`src/rtl/pad_poll_pkg.sv`:
```
package pad_poll_pkg;
  typedef enum logic [2:0] {
    SQ_IDLE,
    SQ_ARM,
    SQ_LATCH,
    SQ_FALL,
    SQ_RISE
  } seq_state_t;

  localparam logic [1:0] OFS_CTRL = 2'b00;
endpackage

```
`src/rtl/pad_tick_gen.sv`:
```
module pad_tick_gen #(
  parameter int unsigned      ACC_W    = 32,
  parameter longint unsigned  ACC_STEP = 14316557
) (
  input  logic clk,
  input  logic rst,
  output logic tick_o
);
  localparam logic [ACC_W:0] STEP_X = (ACC_W+1)'(ACC_STEP);

  logic [ACC_W-1:0] acc;
  logic [ACC_W:0]   sum;

  assign sum = {1'b0, acc} + STEP_X;

  always_ff @(posedge clk) begin
    if (rst) begin
      acc    <= '0;
      tick_o <= 1'b0;
    end else begin
      acc    <= sum[ACC_W-1:0];
      tick_o <= sum[ACC_W];
    end
  end

  generate
    if (ACC_STEP < (64'd1 << (ACC_W-1))) begin : g_gap

      tick_gap_chk: assert property (@(posedge clk) disable iff (rst)
        tick_o |=> !tick_o);
    end
  endgenerate
endmodule

```
`src/rtl/pad_seq.sv`:
```
module pad_seq
  import pad_poll_pkg::*;
#(
  parameter int unsigned BITS = 16
) (
  input  logic clk,
  input  logic rst,
  input  logic tick_i,
  input  logic start_i,
  output logic busy_o,
  output logic latch_o,
  output logic pclk_o,
  output logic sample_o,
  output logic commit_o
);
  localparam int unsigned CNT_W = (BITS > 1) ? $clog2(BITS) : 1;

  seq_state_t       st;
  logic [CNT_W-1:0] cnt;
  logic             last;

  assign last     = (cnt == CNT_W'(BITS-1));
  assign sample_o = tick_i && (st == SQ_FALL);
  assign commit_o = sample_o && last;

  always_ff @(posedge clk) begin
    if (rst) begin
      st      <= SQ_IDLE;
      busy_o  <= 1'b0;
      latch_o <= 1'b0;
      pclk_o  <= 1'b1;
      cnt     <= '0;
    end else begin
      case (st)
        SQ_IDLE: if (start_i) begin
          st     <= SQ_ARM;
          busy_o <= 1'b1;
        end
        SQ_ARM: if (tick_i) begin
          latch_o <= 1'b1;
          st      <= SQ_LATCH;
        end
        SQ_LATCH: if (tick_i) begin
          latch_o <= 1'b0;
          cnt     <= '0;
          st      <= SQ_FALL;
        end
        SQ_FALL: if (tick_i) begin
          pclk_o <= 1'b0;
          st     <= SQ_RISE;
        end
        SQ_RISE: if (tick_i) begin
          pclk_o <= 1'b1;
          if (last) begin
            st     <= SQ_IDLE;
            busy_o <= 1'b0;
          end else begin
            cnt <= cnt + 1'b1;
            st  <= SQ_FALL;
          end
        end
        default: st <= SQ_IDLE;
      endcase
    end
  end


  busy_rise_chk: assert property (@(posedge clk) disable iff (rst)
    $rose(busy_o) |-> $past(start_i));

  latch_in_poll_chk: assert property (@(posedge clk) disable iff (rst)
    latch_o |-> busy_o);

  clk_fall_on_tick_chk: assert property (@(posedge clk) disable iff (rst)
    $fell(pclk_o) |-> $past(tick_i));

  clk_high_in_latch_chk: assert property (@(posedge clk) disable iff (rst)
    latch_o |-> pclk_o);
endmodule

```
`src/rtl/pad_lane.sv`:
```
module pad_lane #(
  parameter int unsigned BITS = 16
) (
  input  logic            clk,
  input  logic            rst,
  input  logic            data_i,
  input  logic            sample_i,
  input  logic            commit_i,
  output logic [BITS-1:0] res_o
);
  logic [BITS-1:0] shreg;
  logic [BITS-1:0] nxt;

  assign nxt = {~data_i, shreg[BITS-1:1]};

  always_ff @(posedge clk) begin
    if (rst) begin
      shreg <= '0;
      res_o <= '0;
    end else begin
      if (sample_i) shreg <= nxt;
      if (commit_i) res_o <= nxt;
    end
  end


  commit_on_sample_chk: assert property (@(posedge clk) disable iff (rst)
    commit_i |-> sample_i);
endmodule

```
`src/rtl/pad_poll_bus.sv`:
```
module pad_poll_bus
  import pad_poll_pkg::*;
#(
  parameter int unsigned     WORD_W   = 16,
  parameter int unsigned     PLAYERS  = 2,
  parameter int unsigned     ACC_W    = 32,
  parameter longint unsigned ACC_STEP = 14316557
) (
  input  logic               clk,
  input  logic               rst,
  input  logic               bus_cs,
  input  logic               bus_rd,
  input  logic [2:1]         bus_addr,
  output logic [WORD_W-1:0]  bus_rdata,
  output logic               pad_latch,
  output logic               pad_clk,
  input  logic [PLAYERS-1:0] pad_data
);
  localparam int unsigned BITS = WORD_W;

  logic              tick, busy, start, sample, commit;
  logic [BITS-1:0]   res [PLAYERS];
  logic [WORD_W-1:0] rd_val;

  assign start = bus_cs && !bus_rd && (bus_addr == OFS_CTRL);

  pad_tick_gen #(.ACC_W(ACC_W), .ACC_STEP(ACC_STEP)) u_tick (
    .clk(clk), .rst(rst), .tick_o(tick)
  );

  pad_seq #(.BITS(BITS)) u_seq (
    .clk(clk), .rst(rst), .tick_i(tick), .start_i(start),
    .busy_o(busy), .latch_o(pad_latch), .pclk_o(pad_clk),
    .sample_o(sample), .commit_o(commit)
  );

  generate
    for (genvar p = 0; p < PLAYERS; p++) begin : g_lane
      pad_lane #(.BITS(BITS)) u_lane (
        .clk(clk), .rst(rst), .data_i(pad_data[p]),
        .sample_i(sample), .commit_i(commit), .res_o(res[p])
      );
    end
  endgenerate

  always_comb begin
    rd_val = '0;
    if (bus_addr == OFS_CTRL) rd_val = {{(WORD_W-1){1'b0}}, busy};
    for (int k = 0; k < PLAYERS; k++)
      if (bus_addr == 2'(k+1)) rd_val = res[k];
  end

  always_ff @(posedge clk) begin
    if (rst) bus_rdata <= '0;
    else     bus_rdata <= (bus_cs && bus_rd) ? rd_val : '0;
  end


  rdata_quiet_chk: assert property (@(posedge clk) disable iff (rst)
    !$past(bus_cs && bus_rd) |-> (bus_rdata == '0));
endmodule

```
`config.mk`:
```
export PLATFORM = sky130hd
export DESIGN_NAME = pad_poll_bus
export DESIGN_NICKNAME = d
export VERILOG_FILES = /design/src/rtl/pad_poll_pkg.sv /design/src/rtl/pad_tick_gen.sv /design/src/rtl/pad_seq.sv /design/src/rtl/pad_lane.sv /design/src/rtl/pad_poll_bus.sv
export SDC_FILE = /design/constraint.sdc
export NUM_CORES = 1
export LEC_CHECK = 0
export CAP_MARGIN = 5
export CORE_ASPECT_RATIO = 1.2
export CORE_MARGIN = 4
export CORE_UTILIZATION = 40
export CTS_CLUSTER_DIAMETER = 100
export DETAILED_ROUTE_END_ITERATION = 12
export PLACE_DENSITY = 0.63
export SLEW_MARGIN = 10
export SYNTH_ARGS = -nofsm -noshare
export SYNTH_HDL_FRONTEND = slang
export SYNTH_SLANG_ARGS = --single-unit
```
`constraint.sdc`:
```
create_clock -name clk -period 2.5 [get_ports clk]
set_clock_uncertainty 0.1 [all_clocks]
set_input_delay 0.375 -clock clk [delete_from_list [all_inputs] [get_ports clk]]
set_output_delay 0.375 -clock clk [all_outputs]
set_load 0.005 [all_outputs]
```
==> flow_summary.yaml, run 1 <==
clock_network:
  cts_buffer_depth: 2
  cts_made_buffers: 17
  cts_max_level: 4
  ctsResizeCount: 0
  cts_tree: "built"
  cts_root_buf: "clkbuf_16"
  cts.clk_slew.worst_paths_ns: 0.06
  postCtsHoldBufs: 0
  worstSkewPairLatency_ns: 0.41
  cts_setup_buffers: 0
  clock_sinks: 121
placement:
  dpl.hpwl_mm: 6.252
  place_area_sq_mm: 0.005162
  gp_congestion: 0.8386
  place_ws_ns: 0.4212
  io_buffers: 25
  dpl.cell_count: 728
sta:
  worstMarginPinSlew_ns: 0.5818
  setup_viol: 0
  post-route-min-period_ns: 2.120
  fmax_ghz: 0.4717
  slew_viol_final: 0
  worst_slack_ns: 0.3802
  timing.hold.ws_ns: 0.3087
  hold_viol_final: 0
  post-route-period-util_pct: 84.79
  slew_headroom_pct: 61.21
  tns_ns: 0
  rsz0062_at_grt: "no"
yosys:
  seq_area_frac_synth_pct: 51.11
  synth-edff-count: 0
  async_flop_share_pct: 0
  ys_types: 55
  yosysTopAreaCellShare_pct: 51.11
  synth_top_area_cell: "dfxtp_1"
  synth_nets: 578
  synth-warning-count: 0
  synth_area_sq_mm: 0.004740
  synthTopCellsByArea: "dfxtp_1 (51%), nand2_1 (10%), a21oi_1 (8.7%)"
  synth_seq_cells: 121
  synth_area_per_cell_sq_um: 8.344
  synthCells: 568
  synth_ff_type: "dfxtp_1"
finish:
  final_cell_mix: "nand2_1 (129), dfxtp_1 (121), a21oi_1 (82)"
  postLayoutCellArea_sq_mm: 0.005754
  final_util_pct: 49.75
  nets: 600
  syn_to_final_growth_pct: 21.41
  antenna_cells: 0
  stdcell_count: 760
  drive_gt1_share_pct: 10.12
  final_common_cell: "nand2_1"
setup_path:
  critPathTopFamily: "compound AO/OA/AOI/OAI gates"
  crit_slowest_cell: "a211oi_1"
  max_stage_delay_ns: 0.42
  arrival_ns: 2.32
  cp-start-kind: "flop"
  cp.required_ns: 2.70
  path_buf_inv: 0
  worst_setup_path_end_kind: "flop"
  startpoint: "u_tick.acc[17]$_SDFF_PP0_"
  crit_chain: "a211oi_1 > o31ai_1 > a311oi_2 > nand2b_1 > mux2_1"
  path_max_fanout: 8
  path_class: "flop to flop"
  r2r_start: "u_tick.acc[17]$_SDFF_PP0_"
status:
  status: "complete, no violations"
die:
  coreArea_sq_mm: 0.01157
  core.rowCount: 43
  fp.dieArea_sq_mm: 0.01366
  dieWidth_um: 107.4
  initial_core_util_pct: 40.97
  die_height_um: 127.2
  ioPinCount: 26
route:
  vias: 3838
  wire_per_inst_um: 12.72
  via_per_inst: 5.050
  drt_iter0_drc: 124
  routed_wl_mm: 9.664
  drcViolationCount: 0
  firstDrtPassIters: 5
  drtAntennaViolNets: 0
global_routing:
  grtUsageMet1_pct: 17.78
  grt_busiest_layer: "met2"
  grt_util_met2_pct: 25.82
  grt_usage_pct: 15.20
  grt_max_degree: 60
  grt_pass1_vias: 3722
  antenna_found_initial: 0
  gr-total-overflow: 0
  grt_pass1_wl_mm: 16.84
  met3_usage_pct: 4.245
pwr:
  ir_drop_mv: 0.4164
  p_per_area_mw_per_mm2: 864.4
  p_leak_nw: 1.951
  power_mw: 4.974
job:
  cap_violations: 0
worst_hold_path:
  worstHoldStart: "rst"
  hold_class: "primary input to flop"
-- report_power, final --
group          switching, mW  total (mW)  leakage [nW]  internal (mW)
logic                  0.239       0.444         0.689          0.205
clock network          0.906        2.39         0.281           1.48
registers              0.120        2.14         0.981           2.02
-- final cells by class --
type,instances,area [sq um]
Tap cell,157,196.4
Multi-Input combinational cell,411,2190
Timing Repair Buffer,36,342.8
Inverter,3,11.26
Fill cell,1100,5813
Sequential cell,121,2422
Clock buffer,17,425.4
Clock inverter,15,166.4
-- path summary, 6_finish.rpt --
| path | to | cells after the start | slack, ns |
|---|---|---|---|
| min reg2reg | g_lane[0].u_lane.res_o[8]$_SDFFE_PP0P_ | 2 | 0.35 |
| max | u_tick.acc[24]$_SDFF_PP0_ | 5 | 0.38 |
| min | u_tick.acc[0]$_SDFF_PP0_ | 2 | 0.31 |
| max reg2reg | u_tick.acc[24]$_SDFF_PP0_ | 5 | 0.38 |
-- synth_stat cells (2+ instances only) --
cell type / count
o31ai_1: 5
or3_1: 9
nand2_1: 129
nor3b_1: 2
a22oi_1: 15
nor3_1: 3
ha_1: 2
or4_1: 2
nand3b_1: 2
and3_1: 4
nand3_1: 11
and3b_1: 2
or2_2: 2
o21ai_0: 14
xor2_1: 9
xnor2_1: 9
dfxtp_1: 121
a211oi_1: 6
inv_1: 3
o21bai_1: 4
a21oi_1: 82
nand4b_1: 2
nor2b_1: 11
clkbuf_1: 33
nor2_1: 54
nand2b_1: 2
o211ai_1: 2
-- routing by layer --
| metal | routed length, um | vias up |
|---|---|---|
| met3 | 295 | 19 |
| met5 | 0 | - |
| met4 | 222 | 0 |
| met2 | 4805 | 54 |
| met1 | 4340 | 1772 |
| li1 | - | 1993 |
-- cell families after synthesis --
kind of cell | after synthesis | share of synthesized area, %
adders and majority gates | 2 | 0.5279
DFF | 121 | 51.11
buffers and inverters | 36 | 2.851
and+or+nand+nor | 247 | 23.55
muxes | 3 | 0.6864
AOI/OAI and AO/OA | 141 | 17.95
xor gates and xnor gates | 18 | 3.326
-- state kept, by name (all words and copies together) (netlist names) --
name / count
g_lane.u_lane.shreg: 30
u_seq.st: 3
u_seq.busy_o: 1
u_seq.cnt: 4
u_seq.pclk_o: 1
u_tick.acc: 32
u_tick.tick_o: 1
bus_rdata: 16
u_seq.latch_o: 1
g_lane.u_lane.res_o: 32
Power figures use the tool's default switching activity.
==> inputs of run 2 (changes only) <==
clock period = 2.2 ns   (was 2.5 ns; I/O delays follow)
==> run 2 against run 1 <==
  * Clock-buffer cell count increased by 2
  * Routed wire length is 2.9% higher
  * Critical endpoint is now u_tick.acc[29]$_SDFF_PP0_
  * Non-clock buffer count increased by 5
  * Clock power grew 18%
  * Sequential cell count stayed put
  * Via count increased by 0.99%
  * Maximum frequency increased by 4.4%
  * Combinational power is 17% higher
==> flow_summary.yaml, run 2 (same netlist as run 1, synthesis figures left out) <==
worst_hold_path:
  hold_class: "primary input to flop"
clock_network:
  cts_buffer_depth: 2
  worstSkewPairLatency_ns: 0.41
  cts_max_level: 4
  cts_setup_buffers: 0
  cts_root_buf: "clkbuf_16"
  cts_tree: "built"
  cts_made_buffers: 17
  postCtsHoldBufs: 0
  cts.clk_slew.worst_paths_ns: 0.06
  clock_sinks: 121
setup_path:
  endpoint: "u_tick.acc[29]$_SDFF_PP0_"
  arrival_ns: 2.26
  reg2reg_depth: 5
  path_max_fanout: 8
  cp-start-kind: "flop"
  cp.required_ns: 2.43
  path_class: "flop to flop"
  startpoint: "u_tick.acc[7]$_SDFF_PP0_"
  critPathTopFamily: "compound AO/OA/AOI/OAI gates"
  r2r_start: "u_tick.acc[7]$_SDFF_PP0_"
  crit_slowest_cell: "dfxtp_1"
  cp.depth: 5
  max_stage_delay_ns: 0.42
  ff2ff_setup_slack_ns: 0.17
  worst_setup_path_end_kind: "flop"
  r2r-end: "u_tick.acc[29]$_SDFF_PP0_"
  crit_chain: "nand4_2 > o31a_2 > o31a_1 > or3_1 > a21oi_1"
  path_buf_inv: 0
sta:
  worst_slack_ns: 0.1687
  post-route-period-util_pct: 92.33
  post-route-min-period_ns: 2.031
  fmax_ghz: 0.4923
  tns_ns: 0
  slew_headroom_pct: 59.51
  hold_viol_final: 0
  rsz0062_at_grt: "no"
  setup_viol: 0
  slew_viol_final: 0
  worstMarginPinSlew_ns: 0.6073
route:
  wire_per_inst_um: 12.99
  drt_iter0_drc: 145
  via_per_inst: 5.067
  drtAntennaViolNets: 0
  vias: 3876
  drcViolationCount: 0
  firstDrtPassIters: 4
  routed_wl_mm: 9.940
finish:
  ff_latch_area_sq_mm: 0.002424
  syn_to_final_growth_pct: 23.13
  nFillCells: 1100
  antenna_cells: 0
  final_cell_mix: "nand2_1 (129), dfxtp_1 (120), a21oi_1 (82)"
  multi_input_area_sq_mm: 0.002200
  largestRegisters: "g_lane.u_lane.res_o: 32 flops, u_tick.acc: 32 flops, g_lane.u_lane.shreg: 30 flops"
  final_common_cell: "nand2_1"
  nets: 605
  drive_gt1_share_pct: 11.18
  postLayoutCellArea_sq_mm: 0.005836
global_routing:
  grt_max_degree: 58
  grt_pass1_wl_mm: 17.22
  grt_pass1_vias: 3752
  grt_usage_pct: 15.48
  antenna_found_initial: 0
  gr-total-overflow: 0
die:
  coreArea_sq_mm: 0.01157
  initial_core_util_pct: 40.97
  core.rowCount: 43
  ioPinCount: 26
  fp.dieArea_sq_mm: 0.01366
  dieWidth_um: 107.4
  die_height_um: 127.2
placement:
  dpl.hpwl_mm: 6.551
  place_area_sq_mm: 0.005213
  gp_congestion: 0.7894
  place_ws_ns: 0.1304
  io_buffers: 25
pwr:
  p_per_area_mw_per_mm2: 990.1
  ir_drop_mv: 0.5237
  p_leak_nw: 1.999
status:
  status: "complete, no violations"
job:
  cap_violations: 0
run 2: cell types whose count changed in the layout (fill, tap and decap cells not counted), sizes merged:
cell      before  now
buf           12   17
clkbuf        17   19
clkinv         5    7
inv            8    5
clkinvlp       3    1
bufinv         2    3
run 2: worst min-delay path by stage:
stage | from | to | slack [ns] | depth (start not counted)
CTS | rst | u_tick.acc[18]$_SDFF_PP0_ | 0.17 | 2
floorplan | pad_data[0] | g_lane[0].u_lane.res_o[15]$_SDFFE_PP0P_ | 0.33 | 1
global placement | g_lane[0].u_lane.res_o[4]$_SDFFE_PP0P_ | g_lane[0].u_lane.res_o[4]$_SDFFE_PP0P_ | 0.34 | 2
global route | rst | u_tick.acc[18]$_SDFF_PP0_ | 0.19 | 2
detailed placement | g_lane[0].u_lane.res_o[8]$_SDFFE_PP0P_ | g_lane[0].u_lane.res_o[8]$_SDFFE_PP0P_ | 0.35 | 2
finish | rst | u_tick.acc[18]$_SDFF_PP0_ | 0.18 | 2
run 2: final cells by class:
class | instances | area share [%]
flip-flops and latches | 121 | 41.53
multi-input cells | 411 | 37.69
clock buffers | 19 | 7.590
repair buffers | 41 | 6.732
well taps | 157 | 3.366
clock inverters | 13 | 2.895
inverters | 3 | 0.1930
run 2: through the flow:
step           total power [mW]  hold slack, ns  util, %  instances
6_report                  5.778          0.1786    50.45        765
2_1_floorplan             2.843          0.3256        -        568
3_5_place_dp              2.995          0.3466    45.06        733
4_1_cts                   5.834          0.1672    50.35        765
5_1_grt                   6.028          0.1939    50.45        765
3_3_place_gp              2.972          0.3412    45.06        733
run 2: routing by layer:
layer / global-route usage [%] / wire [um] / vias up
met3: 4.194 / 248 / 11
met1: 18.00 / 4468 / 1820
met2: 26.89 / 5103 / 43
met4: 6.241 / 120 / 0
met5: 0 / 0 / -
li1: - / - / 2002
run 2: power breakdown:
| part | switching [mW] | total [mW] | internal (mW) |
|---|---|---|---|
| registers | 0.141 | 2.44 | 2.30 |
| logic | 0.277 | 0.520 | 0.243 |
| clock network | 0.998 | 2.82 | 1.82 |
| total | 1.42 | 5.78 | 4.36 |
run 2: what timing repair did:
| action | 4_1_cts | 5_1_grt |
|---|---|---|
| endpoints found under the setup margin | 0 | 2 |
| gates resized for setup | 0 | 3 |
| hold endpoints to repair | 0 | 0 |
